**src/rtl/trip_prog_pkg.sv**
```systemverilog
`timescale 1ns/1ps
package trip_prog_pkg;

  typedef enum logic [2:0] {
    SQ_IDLE    = 3'd0,
    SQ_ADDR    = 3'd1,
    SQ_REG     = 3'd2,
    SQ_DATA    = 3'd3,
    SQ_STOP    = 3'd4,
    SQ_PROGRAM = 3'd5
  } seq_state_t;

  // Wait state that follows an accepted byte in a given wait state.
  function automatic seq_state_t seq_advance(input seq_state_t st);
    case (st)
      SQ_ADDR: return SQ_REG;
      SQ_REG:  return SQ_DATA;
      SQ_DATA: return SQ_STOP;
      default: return SQ_IDLE;
    endcase
  endfunction

  // True for states where the bus sequence is still being collected.
  function automatic logic seq_collecting(input seq_state_t st);
    return (st == SQ_ADDR) || (st == SQ_REG) || (st == SQ_DATA) || (st == SQ_STOP);
  endfunction

  // Field compare, kept as a function so the bench can restate it.
  function automatic logic byte_equals(input logic [7:0] a, input logic [7:0] b);
    return a == b;
  endfunction

endpackage

```
**src/rtl/tp_byte_decoder.sv**
```systemverilog
`timescale 1ns/1ps
module tp_byte_decoder #(
  parameter int unsigned BYTE_W = 8,
  parameter int unsigned NUM_CH = 3,
  parameter logic [BYTE_W-1:0] SLAVE_ADDR = 8'hA0,
  parameter logic [BYTE_W-1:0] DATA_VAL = 8'h00,
  parameter logic [NUM_CH*BYTE_W-1:0] CH_CODES = 24'h0D0901
) (
  input  logic [BYTE_W-1:0] byte_data,
  output logic              is_addr,
  output logic              is_data,
  output logic [NUM_CH-1:0] chan_hit,
  output logic              any_chan
);
  import trip_prog_pkg::*;

  assign is_addr = byte_equals(byte_data, SLAVE_ADDR);
  assign is_data = byte_equals(byte_data, DATA_VAL);

  for (genvar g = 0; g < NUM_CH; g++) begin : g_chan
    localparam logic [BYTE_W-1:0] CODE = CH_CODES[g*BYTE_W +: BYTE_W];
    assign chan_hit[g] = byte_equals(byte_data, CODE);
  end

  assign any_chan = |chan_hit;


  chan_hit_unique_chk: assert final ($onehot0(chan_hit));
endmodule

```
**src/rtl/tp_seq_fsm.sv**
```systemverilog
`timescale 1ns/1ps
module tp_seq_fsm #(
  parameter int unsigned NUM_CH = 3
) (
  input  logic              clk,
  input  logic              rst_n,
  input  logic              ev_start,
  input  logic              ev_stop,
  input  logic              ev_byte,
  input  logic              hv_flag,
  input  logic              is_addr,
  input  logic              is_data,
  input  logic [NUM_CH-1:0] chan_hit,
  input  logic              any_chan,
  output logic              in_program,
  output logic [NUM_CH-1:0] sel_ch,
  output logic              ack_req,
  output logic              prog_done
);
  import trip_prog_pkg::*;

  seq_state_t st_q, st_d;
  logic       ack_d, done_d;
  logic       byte_ok;
  logic       load_sel;
  logic       abort_ev;

  always_comb begin
    case (st_q)
      SQ_ADDR: byte_ok = is_addr;
      SQ_REG:  byte_ok = any_chan;
      SQ_DATA: byte_ok = is_data;
      default: byte_ok = 1'b0;
    endcase
  end

  always_comb begin
    st_d     = st_q;
    ack_d    = 1'b0;
    done_d   = 1'b0;
    abort_ev = 1'b0;
    if (st_q == SQ_IDLE) begin
      if (ev_start && hv_flag) st_d = SQ_ADDR;
    end else if (seq_collecting(st_q)) begin
      if (!hv_flag) begin
        st_d     = SQ_IDLE;
        abort_ev = 1'b1;
      end else if (ev_start) begin
        st_d = SQ_ADDR;
      end else if (ev_stop) begin
        if (st_q == SQ_STOP) begin
          st_d = SQ_PROGRAM;
        end else begin
          st_d     = SQ_IDLE;
          abort_ev = 1'b1;
        end
      end else if (ev_byte) begin
        if (byte_ok) begin
          st_d  = seq_advance(st_q);
          ack_d = 1'b1;
        end else begin
          st_d     = SQ_IDLE;
          abort_ev = 1'b1;
        end
      end
    end else if (st_q == SQ_PROGRAM) begin
      if (!hv_flag) begin
        st_d   = SQ_IDLE;
        done_d = 1'b1;
      end
    end else begin
      st_d = SQ_IDLE;
    end
  end

  assign load_sel = ack_d && (st_q == SQ_REG);

  always_ff @(posedge clk or negedge rst_n) begin
    if (!rst_n) begin
      st_q      <= SQ_IDLE;
      ack_req   <= 1'b0;
      prog_done <= 1'b0;
      sel_ch    <= '0;
    end else begin
      st_q      <= st_d;
      ack_req   <= ack_d;
      prog_done <= done_d;
      if (load_sel) sel_ch <= chan_hit;
    end
  end

  assign in_program = (st_q == SQ_PROGRAM);


  ack_needs_byte_chk: assert property (@(posedge clk) disable iff (!rst_n)
    ack_req |-> $past(ev_byte));

  program_entry_chk: assert property (@(posedge clk) disable iff (!rst_n)
    $rose(in_program) |-> $past(ev_stop));

  done_after_program_chk: assert property (@(posedge clk) disable iff (!rst_n)
    prog_done |-> ($past(in_program) && !in_program));

  abort_goes_idle_chk: assert property (@(posedge clk) disable iff (!rst_n)
    abort_ev |=> (st_q == SQ_IDLE));
endmodule

```
**src/rtl/tp_strobe_drv.sv**
```systemverilog
`timescale 1ns/1ps
module tp_strobe_drv #(
  parameter int unsigned NUM_CH = 3
) (
  input  logic              clk,
  input  logic              rst_n,
  input  logic              in_program,
  input  logic              hv_flag,
  input  logic [NUM_CH-1:0] sel_ch,
  output logic [NUM_CH-1:0] prog_strobe
);
  for (genvar g = 0; g < NUM_CH; g++) begin : g_stb
    assign prog_strobe[g] = in_program & sel_ch[g];
  end


  strobe_onehot_chk: assert property (@(posedge clk) disable iff (!rst_n)
    $onehot0(prog_strobe));

  strobe_held_chk: assert property (@(posedge clk) disable iff (!rst_n)
    ((|prog_strobe) && hv_flag) |=> $stable(prog_strobe));
endmodule

```
**src/rtl/trip_prog_seq.sv**
```systemverilog
`timescale 1ns/1ps
module trip_prog_seq #(
  parameter int unsigned BYTE_W = 8,
  parameter int unsigned NUM_CH = 3,
  parameter logic [BYTE_W-1:0] SLAVE_ADDR = 8'hA0,
  parameter logic [BYTE_W-1:0] DATA_VAL = 8'h00,
  parameter logic [NUM_CH*BYTE_W-1:0] CH_CODES = 24'h0D0901
) (
  input  logic              clk,
  input  logic              rst_n,
  input  logic              ev_start,
  input  logic              ev_stop,
  input  logic              ev_byte,
  input  logic [BYTE_W-1:0] byte_data,
  input  logic              hv_flag,
  output logic              ack_req,
  output logic [NUM_CH-1:0] prog_strobe,
  output logic              prog_done
);
  logic              is_addr, is_data, any_chan, in_program;
  logic [NUM_CH-1:0] chan_hit, sel_ch;

  tp_byte_decoder #(
    .BYTE_W(BYTE_W), .NUM_CH(NUM_CH), .SLAVE_ADDR(SLAVE_ADDR),
    .DATA_VAL(DATA_VAL), .CH_CODES(CH_CODES)
  ) u_dec (
    .byte_data(byte_data), .is_addr(is_addr), .is_data(is_data),
    .chan_hit(chan_hit), .any_chan(any_chan)
  );

  tp_seq_fsm #(.NUM_CH(NUM_CH)) u_fsm (
    .clk(clk), .rst_n(rst_n), .ev_start(ev_start), .ev_stop(ev_stop),
    .ev_byte(ev_byte), .hv_flag(hv_flag), .is_addr(is_addr),
    .is_data(is_data), .chan_hit(chan_hit), .any_chan(any_chan),
    .in_program(in_program), .sel_ch(sel_ch), .ack_req(ack_req),
    .prog_done(prog_done)
  );

  tp_strobe_drv #(.NUM_CH(NUM_CH)) u_stb (
    .clk(clk), .rst_n(rst_n), .in_program(in_program), .hv_flag(hv_flag),
    .sel_ch(sel_ch), .prog_strobe(prog_strobe)
  );


  done_strobe_excl_chk: assert property (@(posedge clk) disable iff (!rst_n)
    !(prog_done && (|prog_strobe)));

  reset_quiet_chk: assert property (@(posedge clk)
    !rst_n |-> (!ack_req && !prog_done && prog_strobe == '0));
endmodule

```
**config.mk**
```make
export PLATFORM = sky130hd
export DESIGN_NAME = trip_prog_seq
export DESIGN_NICKNAME = d
export VERILOG_FILES = /design/src/rtl/trip_prog_pkg.sv /design/src/rtl/tp_byte_decoder.sv /design/src/rtl/tp_seq_fsm.sv /design/src/rtl/tp_strobe_drv.sv /design/src/rtl/trip_prog_seq.sv
export SDC_FILE = /design/constraint.sdc
export NUM_CORES = 1
export LEC_CHECK = 0
export ABC_CLOCK_PERIOD_IN_PS = 1800
export BUFFER_PORTS_ARGS = -buffer_cell sky130_fd_sc_hd__buf_2
export CAP_MARGIN = 20
export CORE_AREA = 2 2 39 41
export CTS_BUF_LIST = sky130_fd_sc_hd__clkbuf_4 sky130_fd_sc_hd__clkbuf_8 sky130_fd_sc_hd__clkbuf_16
export CTS_CLUSTER_DIAMETER = 80
export DETAILED_ROUTE_END_ITERATION = 7
export DIE_AREA = 0 0 41 43
export GPL_ROUTABILITY_DRIVEN = 0
export PLACE_DENSITY_LB_ADDON = 0.3
export SETUP_SLACK_MARGIN = 0.2
export SLEW_MARGIN = 5
export SYNTH_ARGS = -nofsm -noshare
export SYNTH_HDL_FRONTEND = slang
export SYNTH_SLANG_ARGS = --single-unit
```
**constraint.sdc**
```tcl
create_clock -name clk -period 1.8 [get_ports clk]
set_clock_uncertainty 0.05 [all_clocks]
set_input_delay 0.36 -clock clk [delete_from_list [all_inputs] [get_ports clk]]
set_output_delay 0.36 -clock clk [all_outputs]
set_load 0.02 [all_outputs]
```
### After elaboration in Yosys (flattened, before gate mapping)

Cells that the tools add are included.

* bits in registers: 8
* input bits: 14
* output and inout port bits: 5
* word-level logic and storage cells: 52

* equal/unequal tests: 12
* multiplexer cells: 24
* bitwise operators: 3
* reductions and logical operators: 9

Operators by type and width (count)
* 3-bit two-way mux: 11
* 8-bit by 4-bit == test with 1-bit output (second input constant): 2
* 1-bit two-way mux: 11
* 3-bit one-hot mux with 3 select lines: 1
* 8-bit by 1-bit == test with 1-bit output (second input constant): 1
* 8-bit == test (second input constant): 1
* 8-bit zero test: 1
* 3-bit by 2-bit == test with 1-bit output (second input constant): 2
* 3-bit == test (second input constant): 2
* 6-bit by 5-bit != test with 1-bit output (second input constant): 1
* 4-bit != test (second input constant): 1
* 1-bit AND: 3
* 3-bit by 1-bit == test with 1-bit output (second input constant): 1
* 3-bit zero test: 1
* 1-bit logical OR: 3
* 1-bit one-hot mux with 3 select lines: 1
* 3-bit AND reduction: 1
* 3-bit OR reduction: 1
* 1-bit logical AND: 2
* 2-bit != test (second input constant): 1

### Depth between registers and ports, before layout

* word-level depth: 11
* depth in mapped cells: 5
* depth with buffers taken out: 4

### By module

From an unflattened synthesis, not the netlist that was laid out.

* cells, all modules: 63
* area total of the unflattened synthesis: 579.3 um^2

Modules (own cells, without submodules)
* tp_seq_fsm: times used 1, cells each 48, area an instance 489.2 um^2, seq. area each 200.2 um^2
* tp_byte_decoder: times used 1, cells each 12, area an instance 71.3 um^2, seq. area each 0.0 um^2
* tp_strobe_drv: times used 1, cells each 3, area an instance 18.8 um^2, seq. area each 0.0 um^2

### Worst setup path after synthesis

No wires, ideal clock.

* path kind: reg2reg
* start point: register u_fsm.st_q[2]
* end point: register u_fsm.sel_ch[0]
* setup time: 125 ps
* arrival: 1394 ps
* slack: 231 ps
* cell stages (with the launch flop): 5
* path buffers: 0
* clock period less this slack: 1569 ps
* cells stage by stage: dfrtp_1 > nand2b_1 > or3_4 > nor3_4 > mux2_2

* cells in the longest elaborated chain, start to end: 10

Ends and longest elaborated chain
* start: declaration: line tp_seq_fsm.sv:22 `seq_state_t st_q, st_d;`
* start signal: assignment: line tp_seq_fsm.sv:85 `st_q <= st_d;`
* 3-bit by 2-bit == test with 1-bit output, or another cell as far along: line trip_prog_pkg.sv:25, tp_seq_fsm.sv:29
* 1-bit one-hot mux with 3 select lines: line tp_seq_fsm.sv:29 `case (st_q)`
* 1-bit two-way mux: line tp_seq_fsm.sv:58 `if (byte_ok) begin`
* 1-bit two-way mux: line tp_seq_fsm.sv:57 `end else if (ev_byte) begin`
* 1-bit two-way mux: line tp_seq_fsm.sv:50 `end else if (ev_stop) begin`
* 1-bit two-way mux: line tp_seq_fsm.sv:48 `end else if (ev_start) begin`
* 1-bit two-way mux: line tp_seq_fsm.sv:45 `if (!hv_flag) begin`
* 1-bit two-way mux: line tp_seq_fsm.sv:44 `end else if (seq_collecting(st_q)) begin`
* 1-bit two-way mux: line tp_seq_fsm.sv:42 `if (st_q == SQ_IDLE) begin`
* 1-bit logical AND (*): line tp_seq_fsm.sv:76 `assign load_sel = ack_d && (st_q == SQ_REG);`
* end signal: assignment: line tp_seq_fsm.sv:88 `if (load_sel) sel_ch <= chan_hit;`
* end: declaration: line tp_seq_fsm.sv:16 `output logic [NUM_CH-1:0] sel_ch,`

Mark *: on every way between the ends. The rest lies on a longest branch, timed or not.
A chain may end at the register's enable or synchronous reset.

### Final worst setup path

* start point: register u_fsm.st_q[2]
* end point: output port prog_strobe[0]

* cells in the longest elaborated chain, start to end: 2

Ends and longest elaborated chain
* 3-bit == test: line tp_seq_fsm.sv:92 `assign in_program = (st_q == SQ_PROGRAM);`
* 1-bit AND: line tp_strobe_drv.sv:13 `assign prog_strobe[g] = in_program & sel_ch[g];`
* end: declaration: line trip_prog_seq.sv:17 `output logic [NUM_CH-1:0] prog_strobe,`

Every way passes these cells.

==> out/qor.txt <==
Outcome: completed
CTS tree: done
Part of the cycle the worst path needs: 0.932
Hold_ws: 0.296 ns
Design Power: 0.407 mW
Worst Hold Class: primary input to flop
Startpoint types: flop
Vias per cell: 5.57
Die W: 41 um
Worst path bufs/invs: 3
Max VDD drop: 0.222 mV
# diodes: 0
H-tree depth: 1
Crit-path leading delay family: buffers and inverters
Final net count: 113
Post-Syn Instances: 64
Area growth syn-to-layout: 46.4%
DR WL/cell: 12.6 um
Int Pwr: 0.305 mW
Worst rel slew slack: 0.818
EDFF count, synth: 0
Worst-margin pin slew: 0.271 ns
Clk sinks: 8
Commonest non-fill, non-tap cell in the layout: buf_2
Port Buffer Count: 18
# rows: 14
Pin count of the biggest net entering global routing: 11
Arrival @ worst endpoint: 1.27 ns
Drt first-iter violations: 6
Critical path capture point type: output pin
Highest clock rate: 0.596 GHz
Switching Fraction: 0.252
Setup-failing EPs final: 0
Leak: 0.427 nW
Vias: 629
Max-Cap Viols: 0
I/O pins: 19
Class of the most critical setup path: flop to output pin
Die Y: 43 um
Crit path time final: 1.68 ns
Dpl hpwl: 1020 um
CP cell instances: buf_4, buf_4, and3_4, buf_6
Synth Cell Area: 572 um^2
Total CTS buffers: 3
Unrepaired setup endpoints after global routing: true
First-pass GRT wire length: 2300 um
ANT nets after route: 0
Initial Util: 0.413
Combinational Power Share: 0.211
Via count of the first global-routing pass: 551
Final Non-Filler Cells: 113
Clk buf depth: 2
Switching power: 0.102 mW
Core footprint: 1380 um^2
Die area: 1760 um^2
Sequential Power Share: 0.463
Top_reg_cell synth: dfrtp_1
Final Hold Viols: 0
FF+latch count, synth: 8
Setup_tns: 0 ns
Overall routing resource usage: 0.198
Synth unique cells: 31
Grt ovf: 0
Cell count after placement: 101
Post-layout util: 0.605
Req. time, crit path: 1.39 ns
Final WL: 1420 um
Post-synth ARST share: 1.00
Mapped Avg Cell Area: 8.93 um^2
Highest-count cells in the layout ignoring fill and taps: buf_2, buf_4, nor2_1, dfrtp_1, nor3_1
Clk pin slew, worst setup/hold paths: 0.05 ns
Length of the first detailed-routing pass in iterations: 4
Drt drc: 0
Worst-Skew Late Latency: 0.25 ns
Pwr/cell area: 486 nW/um^2
Count of pins over their slew limit: 0
Initial antenna violation count: 0
Critical-path maximum fanout: 10
Root Buffer: clkbuf_4
Layout cells sized above 1: 0.474
Syn nets: 78
Synth warn: 0
Clock network power share: 0.326
Seq/Total Area, Yosys: 0.350
Critical Path Most Common Cell: buf_4
Worst stage delay on the critical path: 0.42 ns
Critical-path cell with the highest stage delay: dfrtp_1
[layout make-up]
type                    instances  area (um^2)
well taps                      16         20.0
clock buffers                   3         22.5
fillers                       118          547
inverters                       1         3.75
repair buffers                 32          220
flip-flops and latches          8          201
multi-input cells              53          369
[per-stage QoR]
stage / setup WS (ns) / cell area, um^2
2_1_floorplan: 0.231 / 572
3_3_place_gp: 0.0839 / 704
3_5_place_dp: 0.0580 / 704
5_1_grt: 0.0726 / 837
4_1_cts: 0.177 / 807
6_report: 0.123 / 837
[power by group through the flow]
stage	Combinational, mW	Sequential, mW	Clock (mW)
2_1_floorplan	0.0326	0.190	0
3_3_place_gp	0.0691	0.191	0
3_5_place_dp	0.0709	0.191	0
5_1_grt	0.0956	0.189	0.145
6_report	0.0859	0.189	0.133
4_1_cts	0.0797	0.189	0.136
[layer usage]
metal / vias up / track usage / part of all wire
met5: - / 0 / 0
met3: 4 / 0.0314 / 0.037
met2: 22 / 0.278 / 0.49
li1: 308 / - / -
met4: 0 / 0.120 / 0.023
met1: 295 / 0.273 / 0.45
[kinds of logic (layout without fill, tap and decap cells)]
logic type,Yosys count,count (layout),synth area share
simple gates,35,35,0.381
compound gates,15,15,0.177
flops,8,8,0.350
mux,3,3,0.0591
buf+inv,3,36,0.0328
[worst register-to-register path, delay by kind of cell, from the launching register on]
family        cells  cell delay [ns]
flops             1             0.42
mux               1             0.36
simple gates      3             0.70
[state kept, by name, indices dropped and copies added, names as in the netlist]
register and count:
u_fsm.sel_ch 3, u_fsm.st_q 3, u_fsm.prog_done 1, u_fsm.ack_req 1
[final timing paths]
| check | from | to | slack [ns] | cells after the start |
|---|---|---|---|---|
| max in group asynchronous | rst_n | u_fsm.st_q[0] | 1.10 | 2 |
| worst min register to register | u_fsm.sel_ch[1] | u_fsm.sel_ch[1] | 0.46 | 1 |
| min in group asynchronous | rst_n | u_fsm.st_q[2] | 0.43 | 2 |
| worst max register to register | u_fsm.st_q[2] | u_fsm.sel_ch[1] | 0.16 | 4 |
| worst max-delay path | u_fsm.st_q[2] | prog_strobe[0] | 0.12 | 4 |
| worst min-delay path | hv_flag | u_fsm.prog_done | 0.30 | 2 |
[synthesized netlist by cell type, types with 3 or more instances]
library cell | instances | share of area
and3_1 | 3 | 0.033
nor3_1 | 5 | 0.044
nor2b_1 | 4 | 0.044
o21ai_0 | 3 | 0.026
nor2_1 | 7 | 0.046
o211ai_1 | 3 | 0.039
dfrtp_1 | 8 | 0.35
mux2_2 | 3 | 0.059
[timing repair]
item,4_1_cts,5_1_grt
hold endpoints to repair,8,0
setup buffers,5,3
resized for setup,10,2
hold buffers,1,0
endpoints found under the setup margin,6,6
pin swaps,3,1
Power figures use the tool's default switching activity.
